**config.mk**
```make
export PLATFORM = sky130hd
export DESIGN_NAME = sync_serial_unit
export DESIGN_NICKNAME = d
export VERILOG_FILES = /design/src/rtl/ssu_pkg.sv /design/src/rtl/ssu_ctrl_regs.sv /design/src/rtl/ssu_baud_gen.sv /design/src/rtl/ssu_ext_sync.sv /design/src/rtl/ssu_shift_core.sv /design/src/rtl/sync_serial_unit.sv
export SDC_FILE = /design/constraint.sdc
export NUM_CORES = 1
export LEC_CHECK = 0
export ABC_AREA = 0
export CAP_MARGIN = 20
export CELL_PAD_IN_SITES_DETAIL_PLACEMENT = 0
export CELL_PAD_IN_SITES_GLOBAL_PLACEMENT = 1
export CORE_MARGIN = 4
export CORE_UTILIZATION = 51
export CTS_CLUSTER_DIAMETER = 40
export CTS_CLUSTER_SIZE = 20
export DETAILED_ROUTE_END_ITERATION = 16
export PLACE_DENSITY = 0.86
export SYNTH_ARGS = -nofsm -noshare
export SYNTH_HDL_FRONTEND = slang
export SYNTH_HIERARCHICAL = 1
export SYNTH_SLANG_ARGS = --single-unit
```
**constraint.sdc**
```tcl
create_clock -name clk_i -period 5.4 [get_ports clk_i]
set_input_delay 0.54 -clock clk_i [delete_from_list [all_inputs] [get_ports clk_i]]
set_output_delay 0.54 -clock clk_i [all_outputs]
set_load 0.005 [all_outputs]
```
**src/rtl/ssu_pkg.sv**
```systemverilog
package ssu_pkg;
  localparam logic [1:0] ADDR_DATA = 2'd0;
  localparam logic [1:0] ADDR_STAT = 2'd1;
  localparam logic [1:0] ADDR_CTRL = 2'd2;
  localparam logic [1:0] ADDR_DIV  = 2'd3;

  typedef struct packed {
    logic rsvd;
    logic rdy_en;
    logic irq_sel;
    logic slow_src;
    logic ext_clk;
    logic rx_en;
    logic tx_en;
    logic en;
  } ctrl_t;
endpackage

```
**src/rtl/ssu_ctrl_regs.sv**
```systemverilog
module ssu_ctrl_regs
  import ssu_pkg::*;
#(
  parameter int DIV_W = 8
) (
  input  logic             clk_i,
  input  logic             rst_ni,
  input  logic             wr_i,
  input  logic [1:0]       addr_i,
  input  logic [7:0]       wdata_i,
  output ctrl_t            ctrl_o,
  output logic [DIV_W-1:0] div_o
);
  always_ff @(posedge clk_i or negedge rst_ni) begin
    if (!rst_ni) begin
      ctrl_o <= '0;
      div_o  <= '0;
    end else if (wr_i) begin
      if (addr_i == ADDR_CTRL) ctrl_o <= ctrl_t'(wdata_i);
      if (addr_i == ADDR_DIV)  div_o  <= wdata_i[DIV_W-1:0];
    end
  end
endmodule

```
**src/rtl/ssu_baud_gen.sv**
```systemverilog
module ssu_baud_gen #(
  parameter int DIV_W    = 8,
  parameter int PRE_FAST = 4,
  parameter int PRE_SLOW = 16
) (
  input  logic             clk_i,
  input  logic             rst_ni,
  input  logic             run_i,
  input  logic             slow_i,
  input  logic [DIV_W-1:0] div_i,
  output logic             half_tick_o
);
  localparam int PW = $clog2(PRE_SLOW);
  localparam logic [PW-1:0] FAST_LAST = PW'(PRE_FAST - 1);
  localparam logic [PW-1:0] SLOW_LAST = PW'(PRE_SLOW - 1);

  logic [PW-1:0]    pre_cnt_q;
  logic [DIV_W-1:0] div_cnt_q;
  logic             pre_last;

  assign pre_last    = pre_cnt_q == (slow_i ? SLOW_LAST : FAST_LAST);
  assign half_tick_o = run_i & pre_last & (div_cnt_q == div_i);

  always_ff @(posedge clk_i or negedge rst_ni) begin
    if (!rst_ni) begin
      pre_cnt_q <= '0;
      div_cnt_q <= '0;
    end else if (!run_i) begin
      pre_cnt_q <= '0;
      div_cnt_q <= '0;
    end else if (pre_last) begin
      pre_cnt_q <= '0;
      div_cnt_q <= (div_cnt_q == div_i) ? '0 : div_cnt_q + 1'b1;
    end else begin
      pre_cnt_q <= pre_cnt_q + 1'b1;
    end
  end
endmodule

```
**src/rtl/ssu_ext_sync.sv**
```systemverilog
module ssu_ext_sync #(
  parameter int STAGES = 2
) (
  input  logic clk_i,
  input  logic rst_ni,
  input  logic sclk_i,
  output logic fall_o,
  output logic rise_o
);
  logic [STAGES:0] sync_q;

  always_ff @(posedge clk_i or negedge rst_ni) begin
    if (!rst_ni) sync_q <= '1;
    else         sync_q <= {sync_q[STAGES-1:0], sclk_i};
  end

  assign fall_o = sync_q[STAGES] & ~sync_q[STAGES-1];
  assign rise_o = ~sync_q[STAGES] & sync_q[STAGES-1];
endmodule

```
**src/rtl/ssu_shift_core.sv**
```systemverilog
module ssu_shift_core
  import ssu_pkg::*;
#(
  parameter int DW = 8
) (
  input  logic          clk_i,
  input  logic          rst_ni,
  input  ctrl_t         ctrl_i,
  input  logic          half_tick_i,
  input  logic          ext_fall_i,
  input  logic          ext_rise_i,
  input  logic          tx_wr_i,
  input  logic [DW-1:0] tx_data_i,
  input  logic          rx_rd_i,
  input  logic          stat_wr_i,
  input  logic          rxd_i,
  output logic          run_o,
  output logic          sclk_o,
  output logic          txd_o,
  output logic          rx_ready_no,
  output logic          tx_empty_o,
  output logic          shift_done_o,
  output logic          rx_full_o,
  output logic          overrun_o,
  output logic [DW-1:0] rx_buf_o
);
  localparam int CNT_W = $clog2(DW);
  localparam logic [CNT_W-1:0] LAST_IDX = CNT_W'(DW - 1);

  logic             sclk_q, run_q, in_byte_q, have_tx_q, txd_q;
  logic             tx_empty_q, shift_done_q, rx_full_q, overrun_q;
  logic [CNT_W-1:0] cnt_q;
  logic [DW-1:0]    tx_buf_q, tx_sr_q, rx_sr_q, rx_buf_q;
  logic             int_mode, fall_ev, rise_ev, last_bit, pend;
  logic [DW-1:0]    rx_next;

  assign int_mode = ctrl_i.en & ~ctrl_i.ext_clk;
  assign fall_ev  = ctrl_i.en & (ctrl_i.ext_clk ? ext_fall_i : (half_tick_i & run_q & sclk_q));
  assign rise_ev  = ctrl_i.en & (ctrl_i.ext_clk ? ext_rise_i : (half_tick_i & run_q & ~sclk_q));
  assign last_bit = rise_ev & (cnt_q == LAST_IDX);
  assign pend     = ~tx_empty_q | tx_wr_i;
  assign rx_next  = {rxd_i, rx_sr_q[DW-1:1]};

  // shift clock and run control
  always_ff @(posedge clk_i or negedge rst_ni) begin
    if (!rst_ni) begin
      sclk_q <= 1'b1;
      run_q  <= 1'b0;
    end else if (!int_mode) begin
      sclk_q <= 1'b1;
      run_q  <= 1'b0;
    end else begin
      if (half_tick_i && run_q) sclk_q <= ~sclk_q;
      if (!run_q && !tx_empty_q) run_q <= 1'b1;
      else if (last_bit && !pend) run_q <= 1'b0;
    end
  end

  // datapath and flags
  always_ff @(posedge clk_i or negedge rst_ni) begin
    if (!rst_ni) begin
      cnt_q        <= '0;
      in_byte_q    <= 1'b0;
      have_tx_q    <= 1'b0;
      txd_q        <= 1'b1;
      tx_buf_q     <= '0;
      tx_sr_q      <= '0;
      rx_sr_q      <= '0;
      rx_buf_q     <= '0;
      tx_empty_q   <= 1'b1;
      shift_done_q <= 1'b1;
      rx_full_q    <= 1'b0;
      overrun_q    <= 1'b0;
    end else begin
      if (!ctrl_i.en) begin
        cnt_q     <= '0;
        in_byte_q <= 1'b0;
        have_tx_q <= 1'b0;
      end
      if (rx_rd_i)   rx_full_q <= 1'b0;
      if (stat_wr_i) overrun_q <= 1'b0;

      if (fall_ev) begin
        if (cnt_q == '0) begin
          in_byte_q <= 1'b1;
          if (!tx_empty_q) begin
            tx_sr_q      <= tx_buf_q >> 1;
            txd_q        <= ctrl_i.tx_en ? tx_buf_q[0] : 1'b1;
            tx_empty_q   <= 1'b1;
            shift_done_q <= 1'b0;
            have_tx_q    <= 1'b1;
          end else begin
            txd_q     <= 1'b1;
            have_tx_q <= 1'b0;
          end
        end else begin
          txd_q   <= (ctrl_i.tx_en & have_tx_q) ? tx_sr_q[0] : 1'b1;
          tx_sr_q <= tx_sr_q >> 1;
        end
      end

      if (rise_ev) begin
        rx_sr_q <= rx_next;
        cnt_q   <= cnt_q + 1'b1;
        if (last_bit) begin
          cnt_q     <= '0;
          in_byte_q <= 1'b0;
          if (have_tx_q && !pend) shift_done_q <= 1'b1;
          if (ctrl_i.rx_en) begin
            rx_buf_q  <= rx_next;
            rx_full_q <= 1'b1;
            if (rx_full_q && !rx_rd_i) overrun_q <= 1'b1;
          end
        end
      end

      if (tx_wr_i) begin
        tx_buf_q   <= tx_data_i;
        tx_empty_q <= 1'b0;
      end
    end
  end

  assign run_o        = run_q;
  assign sclk_o       = sclk_q;
  assign txd_o        = txd_q;
  assign rx_ready_no  = ~(ctrl_i.en & ctrl_i.rx_en & ctrl_i.rdy_en & ~rx_full_q & ~in_byte_q);
  assign tx_empty_o   = tx_empty_q;
  assign shift_done_o = shift_done_q;
  assign rx_full_o    = rx_full_q;
  assign overrun_o    = overrun_q;
  assign rx_buf_o     = rx_buf_q;
endmodule

```
**src/rtl/sync_serial_unit.sv**
```systemverilog
module sync_serial_unit
  import ssu_pkg::*;
#(
  parameter int DIV_W    = 8,
  parameter int PRE_FAST = 4,
  parameter int PRE_SLOW = 16,
  parameter int SYNC_STG = 2
) (
  input  logic       clk_i,
  input  logic       rst_ni,
  input  logic [1:0] reg_addr_i,
  input  logic       reg_wr_i,
  input  logic       reg_rd_i,
  input  logic [7:0] reg_wdata_i,
  output logic [7:0] reg_rdata_o,
  input  logic       sclk_i,
  output logic       sclk_o,
  output logic       txd_o,
  input  logic       rxd_i,
  output logic       rx_ready_no,
  output logic       tx_irq_o,
  output logic       rx_irq_o
);
  localparam int DW = 8;

  ctrl_t            ctrl;
  logic [DIV_W-1:0] div_n;
  logic             run, half_tick, ext_fall, ext_rise;
  logic             tx_empty, shift_done, rx_full, overrun;
  logic [DW-1:0]    rx_buf;

  ssu_ctrl_regs #(.DIV_W(DIV_W)) u_regs (
    .clk_i, .rst_ni,
    .wr_i(reg_wr_i), .addr_i(reg_addr_i), .wdata_i(reg_wdata_i),
    .ctrl_o(ctrl), .div_o(div_n)
  );

  ssu_baud_gen #(.DIV_W(DIV_W), .PRE_FAST(PRE_FAST), .PRE_SLOW(PRE_SLOW)) u_baud (
    .clk_i, .rst_ni,
    .run_i(run), .slow_i(ctrl.slow_src), .div_i(div_n), .half_tick_o(half_tick)
  );

  ssu_ext_sync #(.STAGES(SYNC_STG)) u_sync (
    .clk_i, .rst_ni, .sclk_i, .fall_o(ext_fall), .rise_o(ext_rise)
  );

  ssu_shift_core #(.DW(DW)) u_core (
    .clk_i, .rst_ni,
    .ctrl_i(ctrl),
    .half_tick_i(half_tick), .ext_fall_i(ext_fall), .ext_rise_i(ext_rise),
    .tx_wr_i(reg_wr_i && reg_addr_i == ADDR_DATA), .tx_data_i(reg_wdata_i),
    .rx_rd_i(reg_rd_i && reg_addr_i == ADDR_DATA),
    .stat_wr_i(reg_wr_i && reg_addr_i == ADDR_STAT),
    .rxd_i,
    .run_o(run), .sclk_o, .txd_o, .rx_ready_no,
    .tx_empty_o(tx_empty), .shift_done_o(shift_done),
    .rx_full_o(rx_full), .overrun_o(overrun), .rx_buf_o(rx_buf)
  );

  always_comb begin
    unique case (reg_addr_i)
      ADDR_DATA: reg_rdata_o = rx_buf;
      ADDR_STAT: reg_rdata_o = {4'b0, overrun, rx_full, shift_done, tx_empty};
      ADDR_CTRL: reg_rdata_o = ctrl;
      default:   reg_rdata_o = 8'(div_n);
    endcase
  end

  assign tx_irq_o = ctrl.en & (ctrl.irq_sel ? shift_done : tx_empty);
  assign rx_irq_o = ctrl.en & rx_full;
endmodule

```
## Yosys cells after proc, flatten, opt, wreduce, memory -nomap -nowiden

Index checks and enable logic that the tools add are counted.

- Flip-flop bits (word level): 75
- Output and inout bits: 13
- Word-level logic and storage cells: 139

- Equality and inequality tests: 11
- Bitwise gates (word level): 27
- Reduce and logical (&&, ||, !) cells: 21
- Multiplexer cells: 51
- $add $sub $neg: 3

Operator list:

| operator | count |
|---|---|
| 8-bit 2-to-1 mux | 5 |
| 1-bit 2-to-1 mux | 39 |
| 8-bit one-hot mux with 3 select lines | 1 |
| 1-bit AND | 18 |
| 4-bit 2-to-1 mux | 3 |
| 3-bit 2-to-1 mux | 3 |
| 8-bit by 1-bit adder with 8-bit output, second input constant | 1 |
| 8-bit == test | 1 |
| 1-bit logical AND | 8 |
| 1-bit NOT | 8 |
| 2-bit AND reduction | 4 |
| 2-bit != test, second input constant | 3 |
| 4-bit by 1-bit adder with 4-bit output, second input constant | 1 |
| 2-bit == test, second input constant | 2 |
| 4-bit == test | 1 |
| 1-bit zero test | 4 |
| 2-bit nonzero test | 2 |
| 3-bit by 1-bit adder with 3-bit output, second input constant | 1 |
| 3-bit == test, second input constant | 1 |
| 3-bit zero test | 1 |
| 3-bit != test, second input constant | 1 |
| 3-bit AND reduction | 1 |
| 2-bit by 1-bit == test with 1-bit output, second input constant | 1 |
| 2-bit zero test | 1 |
| 2 further kinds | 2 |

## Depth between registers and ports, before layout

Gate-level depths: netlist of run 1.

- Word-level depth: 13
- Mapped depth: 9

## Hierarchy

Netlist of run 1, hierarchy kept.

Modules (own cells, without submodules):

| module | area each (um^2) | cells each | times used | sequential area each (um^2) |
|---|---|---|---|---|
| ssu_shift_core | 1804.2 | 136 | 1 | 1056.0 |
| ssu_baud_gen | 763.2 | 66 | 1 | 300.3 |
| ssu_ctrl_regs | 618.1 | 34 | 1 | 400.4 |
| sync_serial_unit | 236.5 | 22 | 1 | 0.0 |
| ssu_ext_sync | 93.8 | 5 | 1 | 78.8 |

## Worst setup path after synthesis of run 1

OpenSTA, ideal clock, no wires.

- Path type: register -> register
- Start point: register u_baud.pre_cnt_q[0]
- End point: register u_core.rx_buf_q[7], in the netlist u_core/rx_buf_o[7]
- Arrival time: 2.219 ns
- Cell stages (with the launch flop): 9
- Setup slack: 3.055 ns
- Path buffers: 0
- Clock period less this slack: 2.345 ns
- Cells stage by stage: dfrtp_1 ha_1 and4_1 o21ai_1 nor2_1 and4bb_4 o21ai_4 or2_4 mux2_4

- Longest elaborated chain between the ends: 9

RTL lines:

| element | line | RTL |
|---|---|---|
| start, declared | ssu_baud_gen.sv:17 | `logic [PW-1:0] pre_cnt_q;` |
| start signal, assigned | ssu_baud_gen.sv:35 | `pre_cnt_q <= pre_cnt_q + 1'b1;` |
| 4-bit == test (*) | ssu_baud_gen.sv:21 | `assign pre_last = pre_cnt_q == (slow_i ? SLOW_LAST : FAST_LAST);` |
| 1-bit AND (*) (2 in a row) | ssu_baud_gen.sv:22 | `assign half_tick_o = run_i & pre_last & (div_cnt_q == div_i);` |
| named net half_tick | sync_serial_unit.sv:28 | `logic run, half_tick, ext_fall, ext_rise;` |
| 1-bit AND (*) (2 in a row) | ssu_shift_core.sv:39 | `assign rise_ev = ctrl_i.en & (ctrl_i.ext_clk ? ext_rise_i : (half_tick_i & run_q & ~sclk_q));` |
| 1-bit 2-to-1 mux (*) | ssu_shift_core.sv:39 |  |
| 1-bit AND (*) | ssu_shift_core.sv:39 |  |
| 1-bit AND | ssu_shift_core.sv:40 | `assign last_bit = rise_ev & (cnt_q == LAST_IDX);` |
| 3-bit AND reduction (no line) (*) | -- |  |
| end signal, assigned | ssu_shift_core.sv:110 | `rx_buf_q <= rx_next;` |
| end, declared | ssu_shift_core.sv:33 | `logic [DW-1:0] tx_buf_q, tx_sr_q, rx_sr_q, rx_buf_q;` |

Mark *: on every way through the listed nets, which the timed path passes. The rest lies on a longest branch.
A chain may end at the register's enable or synchronous reset.

## Worst setup path after layout of run 1

- Start point: input port reg_addr_i[0]
- End point: output port reg_rdata_o[7]

- Longest elaborated chain between the ends: 2
- Elaborated cells on any way between the ends: 4
- Classes of those cells: eq/ne (2); mux (1); reduce/logical (1)

RTL lines:

| element | line | RTL |
|---|---|---|
| start, declared | sync_serial_unit.sv:11 | `input logic [1:0] reg_addr_i,` |
| 2-bit == test (tied with other cells) | sync_serial_unit.sv:61 | `unique case (reg_addr_i)` |
| 8-bit one-hot mux with 3 select lines (*) | sync_serial_unit.sv:61 |  |
| end, declared | sync_serial_unit.sv:15 | `output logic [7:0] reg_rdata_o,` |

Every way passes the cells marked *; elsewhere a longest branch is shown, timed or not.

==> flow_metrics.tcl, run 1 <==
set metrics [dict create \
    crit_path_start_kind "input pin" \
    cts_hold_buf 0 \
    yosysWarnings 6 \
    area_growth_pct 16.65 \
    placed_cell_area_um2 3859 \
    p_sw_mw 0.3755 \
    grt_pass1_wl_um 11830 \
    crit_fanout 12 \
    htree_levels 3 \
    ys_ff_latch 73 \
    clk_pin_slew_ns 0.06 \
    stdcell_count 379 \
    power_density_nw_per_um2 361.1 \
    drc 0 \
    clock_path_buffers 2 \
    synthDominantCellAreaShare_pct 46.98 \
    die_y_um 91.03 \
    ant_nets 0 \
    irDropWorstVdd_mv 0.2187 \
    dpl_worst_slack_ns 2.313 \
    sw_frac_of_total_pct 25.35 \
    fp.dieW_um 91.03 \
    yosys.area.top_type "dfrtp_1" \
    tritoncts "built" \
    rsz0062_at_grt "false" \
    vias 2188 \
    pin_count 29 \
    synth_ff_type "dfrtp_1" \
    fillers 517 \
    grt_max_degree 74 \
    grt_overflow_total 0 \
    relSlewSlack_pct 40.47 \
    layout.area.seq_um2 1836 \
    final_area_um2 4101 \
    fin_hold_ws_ns 0.3643 \
    clockRootBuffer "clkbuf_8" \
    syn_inst 263 \
    ys_types 57 \
    syn_area_um2 3516 \
    cp_slowest_cell "clkdlybuf4s50_1" \
    fin_crit_sh_pct 57.19 \
    end_kind "output pin" \
    grt_antenna_before_repair 0 \
    yosys-top-cells-area "dfrtp_1 (47%), mux2_2 (13%), dfstp_2 (5.2%)" \
    leakage_nw 1.794 \
    syn_nets 284 \
    vias_per_cell 5.773 \
    ctsResizeCount 0 \
    initial_core_util_pct 53.83 \
    tns_ns 0 \
    slowest_delay_ns 0.77 \
    max_freq_ghz 0.3238 \
    place_congestion 0.7959 \
    placed_cells 363 \
    seq_area_frac_synth_pct 52.21 \
    fin_ws_ns 2.312 \
    grt_pass1_vias 2292 \
    cpMostUsedCell "clkdlybuf4s50_1" \
    utilization_pct 62.80 \
    grt_use_total_pct 18.11 \
    routed_wl_um 6946 \
    post_drt_wl_per_cell_um 18.33 \
    clockPowerShare_pct 34.2 \
    drt-pass1-iter-count 4 \
    design.die.area_um2 8286 \
    fin_nets 318 \
    layout_min_cycle_time_ns 3.088 \
    slew_viol_final 0 \
    required_ns 4.86 \
    numPortBuffers 28 \
    crit_chain "clkdlybuf4s50_1, nor2_1, a22o_1, clkdlybuf4s50_1" \
    max-cap-violations 0 \
    p_seq_share_pct 49.0 \
    synth_edf_count 0 \
    cts_sinks 73 \
    total_power_mw 1.481 \
    status "finished clean" \
    hold_viol_final 0 \
    drive_gt1_share_pct 29.14 \
    hold_class "flop to flop" \
    finClkSkew_ns 0.007537 \
    row_count 29 \
    cp.buffers_inverters 2 \
    dp_hpwl_um 5035 \
    syn_avg_cell_area_um2 13.37 \
    core_um2 6531 \
    insertion_delay_ns 0.34 \
    cts-buffers-inserted 9 \
    multi_input_area_um2 1614 \
    post_cts_buffers 0 \
    crit_arrival_ns 2.55 \
    initialDrtViolationCount 102 \
    antenna_cells 0 \
    p_int_mw 1.106 \
    setup_viol 0 \
    async_flop_share_pct 100.0 \
    crit_type "input pin to output pin" \
    worstMarginPinSlew_ns 0.8930 \
    combPwrFrac_pct 16.8 \
    crit_family "buffers and inverters" \
]
cell usage in the layout (no fill, tap or decap), types with 2 or more instances in the layout:
cell type and count:
o21ai_0 3, a221o_1 4, buf_4 2, inv_1 6, nor4_4 2, mux4_2 4
xnor2_1 3, clkinv_2 3, and2_1 8, ha_1 5, a211oi_1 2, dfrtp_1 66
a2111oi_0 2, bufinv_16 3, clkdlybuf4s50_1 27, nand3_1 3, and3_1 2, dfstp_2 7
clkbuf_8 10, nand4_1 2, xor2_1 8, nor2_1 10, nand2_1 9, o21ai_1 2
nand2b_1 3, mux2i_1 2, nor2b_1 7, a21oi_1 3, nand3b_1 2, a22o_1 7
o2bb2ai_1 6, a21boi_0 3, a22oi_1 6, mux2_2 41, and4_1 2, mux2_4 2
a32o_1 2
layout make-up:
cell class	instances	share of cell area (%)
clock buffers	10	3.356
inverters	6	0.5491
repair buffers	30	7.077
well taps	77	2.349
multi-input cells	177	39.35
flip-flops and latches	73	44.75
clock inverters	6	2.563
kinds of logic (layout without fill, tap and decap cells):
family | count (synthesis) | in the layout | share of synthesized area (%)
AO/OA/AOI/OAI | 50 | 50 | 11.57
XOR/XNOR | 12 | 12 | 3.203
adder cells (fa/ha/maj) | 5 | 5 | 1.779
buffers and inverters | 13 | 52 | 1.886
flip-flops | 73 | 73 | 52.21
multiplexers | 50 | 50 | 17.44
AND/OR/NAND/NOR | 60 | 60 | 11.92
path summary, 6_finish.rpt:
| check | startpoint | cells after the start | endpoint | slack [ns] |
|---|---|---|---|---|
| hold / removal | u_sync/sync_q[0]$_DFF_PN1_ | 0 | u_sync/sync_q[1]$_DFF_PN1_ | 0.36 |
| setup / recovery | reg_addr_i[0] | 4 | reg_rdata_o[7] | 2.31 |
| setup reg to reg | u_baud/div_cnt_q[4]$_DFFE_PN0P_ | 8 | u_core/rx_buf_o[3]$_DFFE_PN0P_ | 2.61 |
| max in group asynchronous | rst_ni | 2 | u_core/cnt_q[2]$_DFFE_PN0P_ | 4.41 |
| min in group asynchronous | rst_ni | 2 | u_core/rx_buf_o[2]$_DFFE_PN0P_ | 0.37 |
| hold reg to reg | u_sync/sync_q[0]$_DFF_PN1_ | 0 | u_sync/sync_q[1]$_DFF_PN1_ | 0.36 |
Yosys cell counts (all sizes together), types with 2 or more instances:
master and count:
a2111oi 2, a211oi 2, a21boi 4, a21oi 4
a221o 4, a22o 7, a22oi 6, a32o 2
and2 8, and3 2, and4 2, buf 4
clkbuf 3, dfrtp 66, dfstp 7, ha 5
inv 6, mux2 44, mux2i 2, mux4 4
nand2 9, nand2b 3, nand3 4, nand3b 3
nand4 2, nor2 11, nor2b 7, nor4 2
o21ai 6, o2bb2ai 6, xnor2 3, xor2 9
flip-flops by register name, summed over array words and instances, names as in the netlist:
| register | count |
|---|---|
| u_core/overrun_o | 1 |
| u_core/txd_o | 1 |
| u_core/sclk_o | 1 |
| u_core/tx_empty_o | 1 |
| u_baud/pre_cnt_q | 4 |
| u_regs/div_o | 8 |
| u_core/shift_done_o | 1 |
| u_core/cnt_q | 3 |
| u_core/have_tx_q | 1 |
| u_core/rx_sr_q | 7 |
| u_sync/sync_q | 3 |
| u_regs/ctrl_o | 8 |
| u_core/rx_buf_o | 8 |
| u_core/rx_full_o | 1 |
| u_core/in_byte_q | 1 |
| u_core/tx_buf_q | 8 |
| u_core/tx_sr_q | 7 |
| u_core/run_o | 1 |
| u_baud/div_cnt_q | 8 |
power by group through the flow:
stage	clock [mW]	combinational [mW]	sequential, mW
2_1_floorplan	0	0.176	0.699
3_3_place_gp	0	0.242	0.733
3_5_place_dp	0	0.251	0.736
4_1_cts	0.518	0.252	0.726
5_1_grt	0.546	0.275	0.738
6_report	0.507	0.248	0.726
routing by layer:
metal / vias up / GRT usage (%) / wire (um)
met2: 29 / 28.02 / 3256
met3: 10 / 4.959 / 225
met1: 1102 / 25.47 / 3356
li1: 1047 / - / -
met4: 0 / 4.523 / 108
met5: - / 0 / 0
(Power assumes the default switching activity.)
==> run 2, diff against run 1 <==
--- a/config.mk
+++ b/config.mk
@@ -10,11 +10,11 @@
 export CELL_PAD_IN_SITES_DETAIL_PLACEMENT = 0
 export CELL_PAD_IN_SITES_GLOBAL_PLACEMENT = 1
 export CORE_MARGIN = 4
-export CORE_UTILIZATION = 51
+export CORE_UTILIZATION = 43
 export CTS_CLUSTER_DIAMETER = 40
 export CTS_CLUSTER_SIZE = 20
 export DETAILED_ROUTE_END_ITERATION = 16
-export PLACE_DENSITY = 0.86
+export PLACE_DENSITY = 0.77
 export SYNTH_ARGS = -nofsm -noshare
 export SYNTH_HDL_FRONTEND = slang
 export SYNTH_HIERARCHICAL = 1
==> constraint.sdc (replaced) <==
create_clock -name clk_i -period 2.7 [get_ports clk_i]
set_input_delay 0.27 -clock clk_i [delete_from_list [all_inputs] [get_ports clk_i]]
set_output_delay 0.27 -clock clk_i [all_outputs]
set_load 0.005 [all_outputs]
==> flow_metrics.tcl, run 2 (synthesized netlist as in run 1, its figures left out) <==
set metrics [dict create \
    status "finished clean" \
    initial_core_util_pct 44.80 \
    final_cell_mix "dfrtp_1 (66), mux2_2 (41), clkdlybuf4s50_1 (27)" \
    rsz0062_at_grt "false" \
    crit_chain "ha_1, nor4b_2, o21ai_1, nor2_1, buf_4, and4bb_4, o21ai_4, nor2_4, mux2_2" \
    layout_min_cycle_time_ns 2.466 \
    clockRootBuffer "clkbuf_8" \
    crit_path_start_kind "flop" \
    row_count 32 \
    pin_count 29 \
    hold_viol_final 0 \
    area_growth_pct 20.53 \
    fp.dieW_um 98.43 \
    crit_fanout 7 \
    met3_wirelength_um 312 \
    grt_use_total_pct 16.01 \
    setup_viol 0 \
    p_sw_mw 0.7877 \
    antenna_cells 0 \
    die_y_um 98.43 \
    cp_slowest_cell "dfrtp_1" \
    dr_wl_met2_um 3406 \
    insertion_delay_ns 0.34 \
    drive_gt1_share_pct 31.53 \
    p_int_mw 2.206 \
    clk_pin_slew_ns 0.08 \
    crit_family "simple AND/OR/NAND/NOR gates" \
    vias 2281 \
    leakage_nw 1.848 \
    slowest_delay_ns 0.39 \
    place_congestion 0.7570 \
    grt_antenna_before_repair 0 \
    irDropWorstVdd_mv 0.3995 \
    cts_sinks 73 \
    fin_nets 330 \
    max_freq_ghz 0.4054 \
    hold_class "input pin to flop" \
    vias_per_cell 5.483 \
    htree_levels 3 \
    p_seq_share_pct 48.2 \
    numPortBuffers 28 \
    end_kind "flop" \
    clock_path_buffers 2 \
    grt_pass1_wl_um 12140 \
    finClkSkew_ns 0.006461 \
    drt-pass1-iter-count 4 \
    max-cap-violations 0 \
    final_common_cell "dfrtp_1" \
    dp_hpwl_um 5367 \
    critPathLaunch "u_baud/pre_cnt_q[0]$_DFF_PN0_" \
    grt_max_degree 48 \
    reg2reg_from "u_baud/pre_cnt_q[0]$_DFF_PN0_" \
    required_ns 2.93 \
    fin_crit_sh_pct 91.35 \
    crit_arrival_ns 2.70 \
    slew_viol_final 0 \
    utilization_pct 54.00 \
    tns_ns 0 \
    tritoncts "built" \
    wl_met1_um 3465 \
    top_layer "met4" \
    power_density_nw_per_um2 706.4 \
    cp.buffers_inverters 1 \
    relSlewSlack_pct 58.44 \
    drc 0 \
    grt_pass1_vias 2268 \
    ant_nets 0 \
    post_cts_buffers 0 \
    hp-start "sclk_i" \
    sw_frac_of_total_pct 26.31 \
    cts-buffers-inserted 9 \
    crit_type "flop to flop" \
    combPwrFrac_pct 17.5 \
    grt_overflow_total 0 \
    core_um2 7848 \
    design.die.area_um2 9687 \
    clockPowerShare_pct 34.3 \
    post_drt_wl_per_cell_um 17.39 \
    worstMarginPinSlew_ns 0.6233 \
    routed_wl_um 7236 \
    initialDrtViolationCount 68 \
]
## run 2: cell count changes in the layout (fill, tap and decap cells not counted), sizes merged
cell         before  now
clkinvlp          0    2
clkinv            3    2
clkbuf           10    9
buf               3   14
dlygate4sd3       0    1
## run 2: path summary, 6_finish.rpt
path	end	cells after the start	slack [ns]
min in group asynchronous	u_core/rx_buf_o[3]$_DFFE_PN0P_	2	0.47
worst max register to register	u_core/rx_buf_o[0]$_DFFE_PN0P_	9	0.23
worst min-delay path	u_sync/sync_q[0]$_DFF_PN1_	1	0.33
worst min register to register	u_sync/sync_q[1]$_DFF_PN1_	0	0.36
max in group asynchronous	u_core/shift_done_o$_DFF_PN1_	3	1.50
worst max-delay path	u_core/rx_buf_o[0]$_DFFE_PN0P_	9	0.23
## run 2: routing by layer
metal / global-route usage [%] / up-vias
met5: 0 / -
met3: 5.166 / 6
li1: - / 1076
met2: 24.23 / 43
met4: 3.676 / 0
met1: 22.60 / 1156
## run 2: layout make-up
class                      instances  area, um2
fill                             690       3610
sequential                        73       1836
multi-input combinational        177       1614
timing repair buffer              42      395.4
tap                              102      127.6
clock buffer                       9      123.9
clock inverter                     7      118.9
inverter                           6      22.52
## run 2: power groups by stage
stage / clock [mW] / combinational, mW / sequential (mW)
after floorplan: 0 / 0.351 / 1.40
after global placement: 0 / 0.516 / 1.47
after detailed placement: 0 / 0.526 / 1.46
after CTS: 1.05 / 0.530 / 1.44
after global routing: 1.11 / 0.579 / 1.47
final: 1.03 / 0.523 / 1.44
## run 2: what timing repair did
item | 4_1_cts | 5_1_grt
endpoints found under the hold margin | 22 | 0
hold buffers | 1 | 0
resized for setup | 0 | 0
## run 2: metrics by stage
stage	power (mW)	setup slack (ns)	instance area [um2]	cells	hold WS, ns
global placement	1.981	0.2558	3985	399	0.3217
finish	2.994	0.2335	4238	416	0.3309
global route	3.160	0.01028	4238	416	0.3104
CTS	3.027	0.2017	4238	416	0.3126
floorplan	1.748	0.3555	3516	263	-0.02559
detailed placement	1.989	0.2346	3985	399	0.3315
## run 2: worst reg2reg max path: stages, from the launching register on
cell	delay (ns)
dfrtp_1	0.39
ha_1	0.21
nor4b_2	0.27
o21ai_1	0.14
nor2_1	0.18
buf_4	0.16
and4bb_4	0.27
o21ai_4	0.08
nor2_4	0.28
mux2_2	0.37
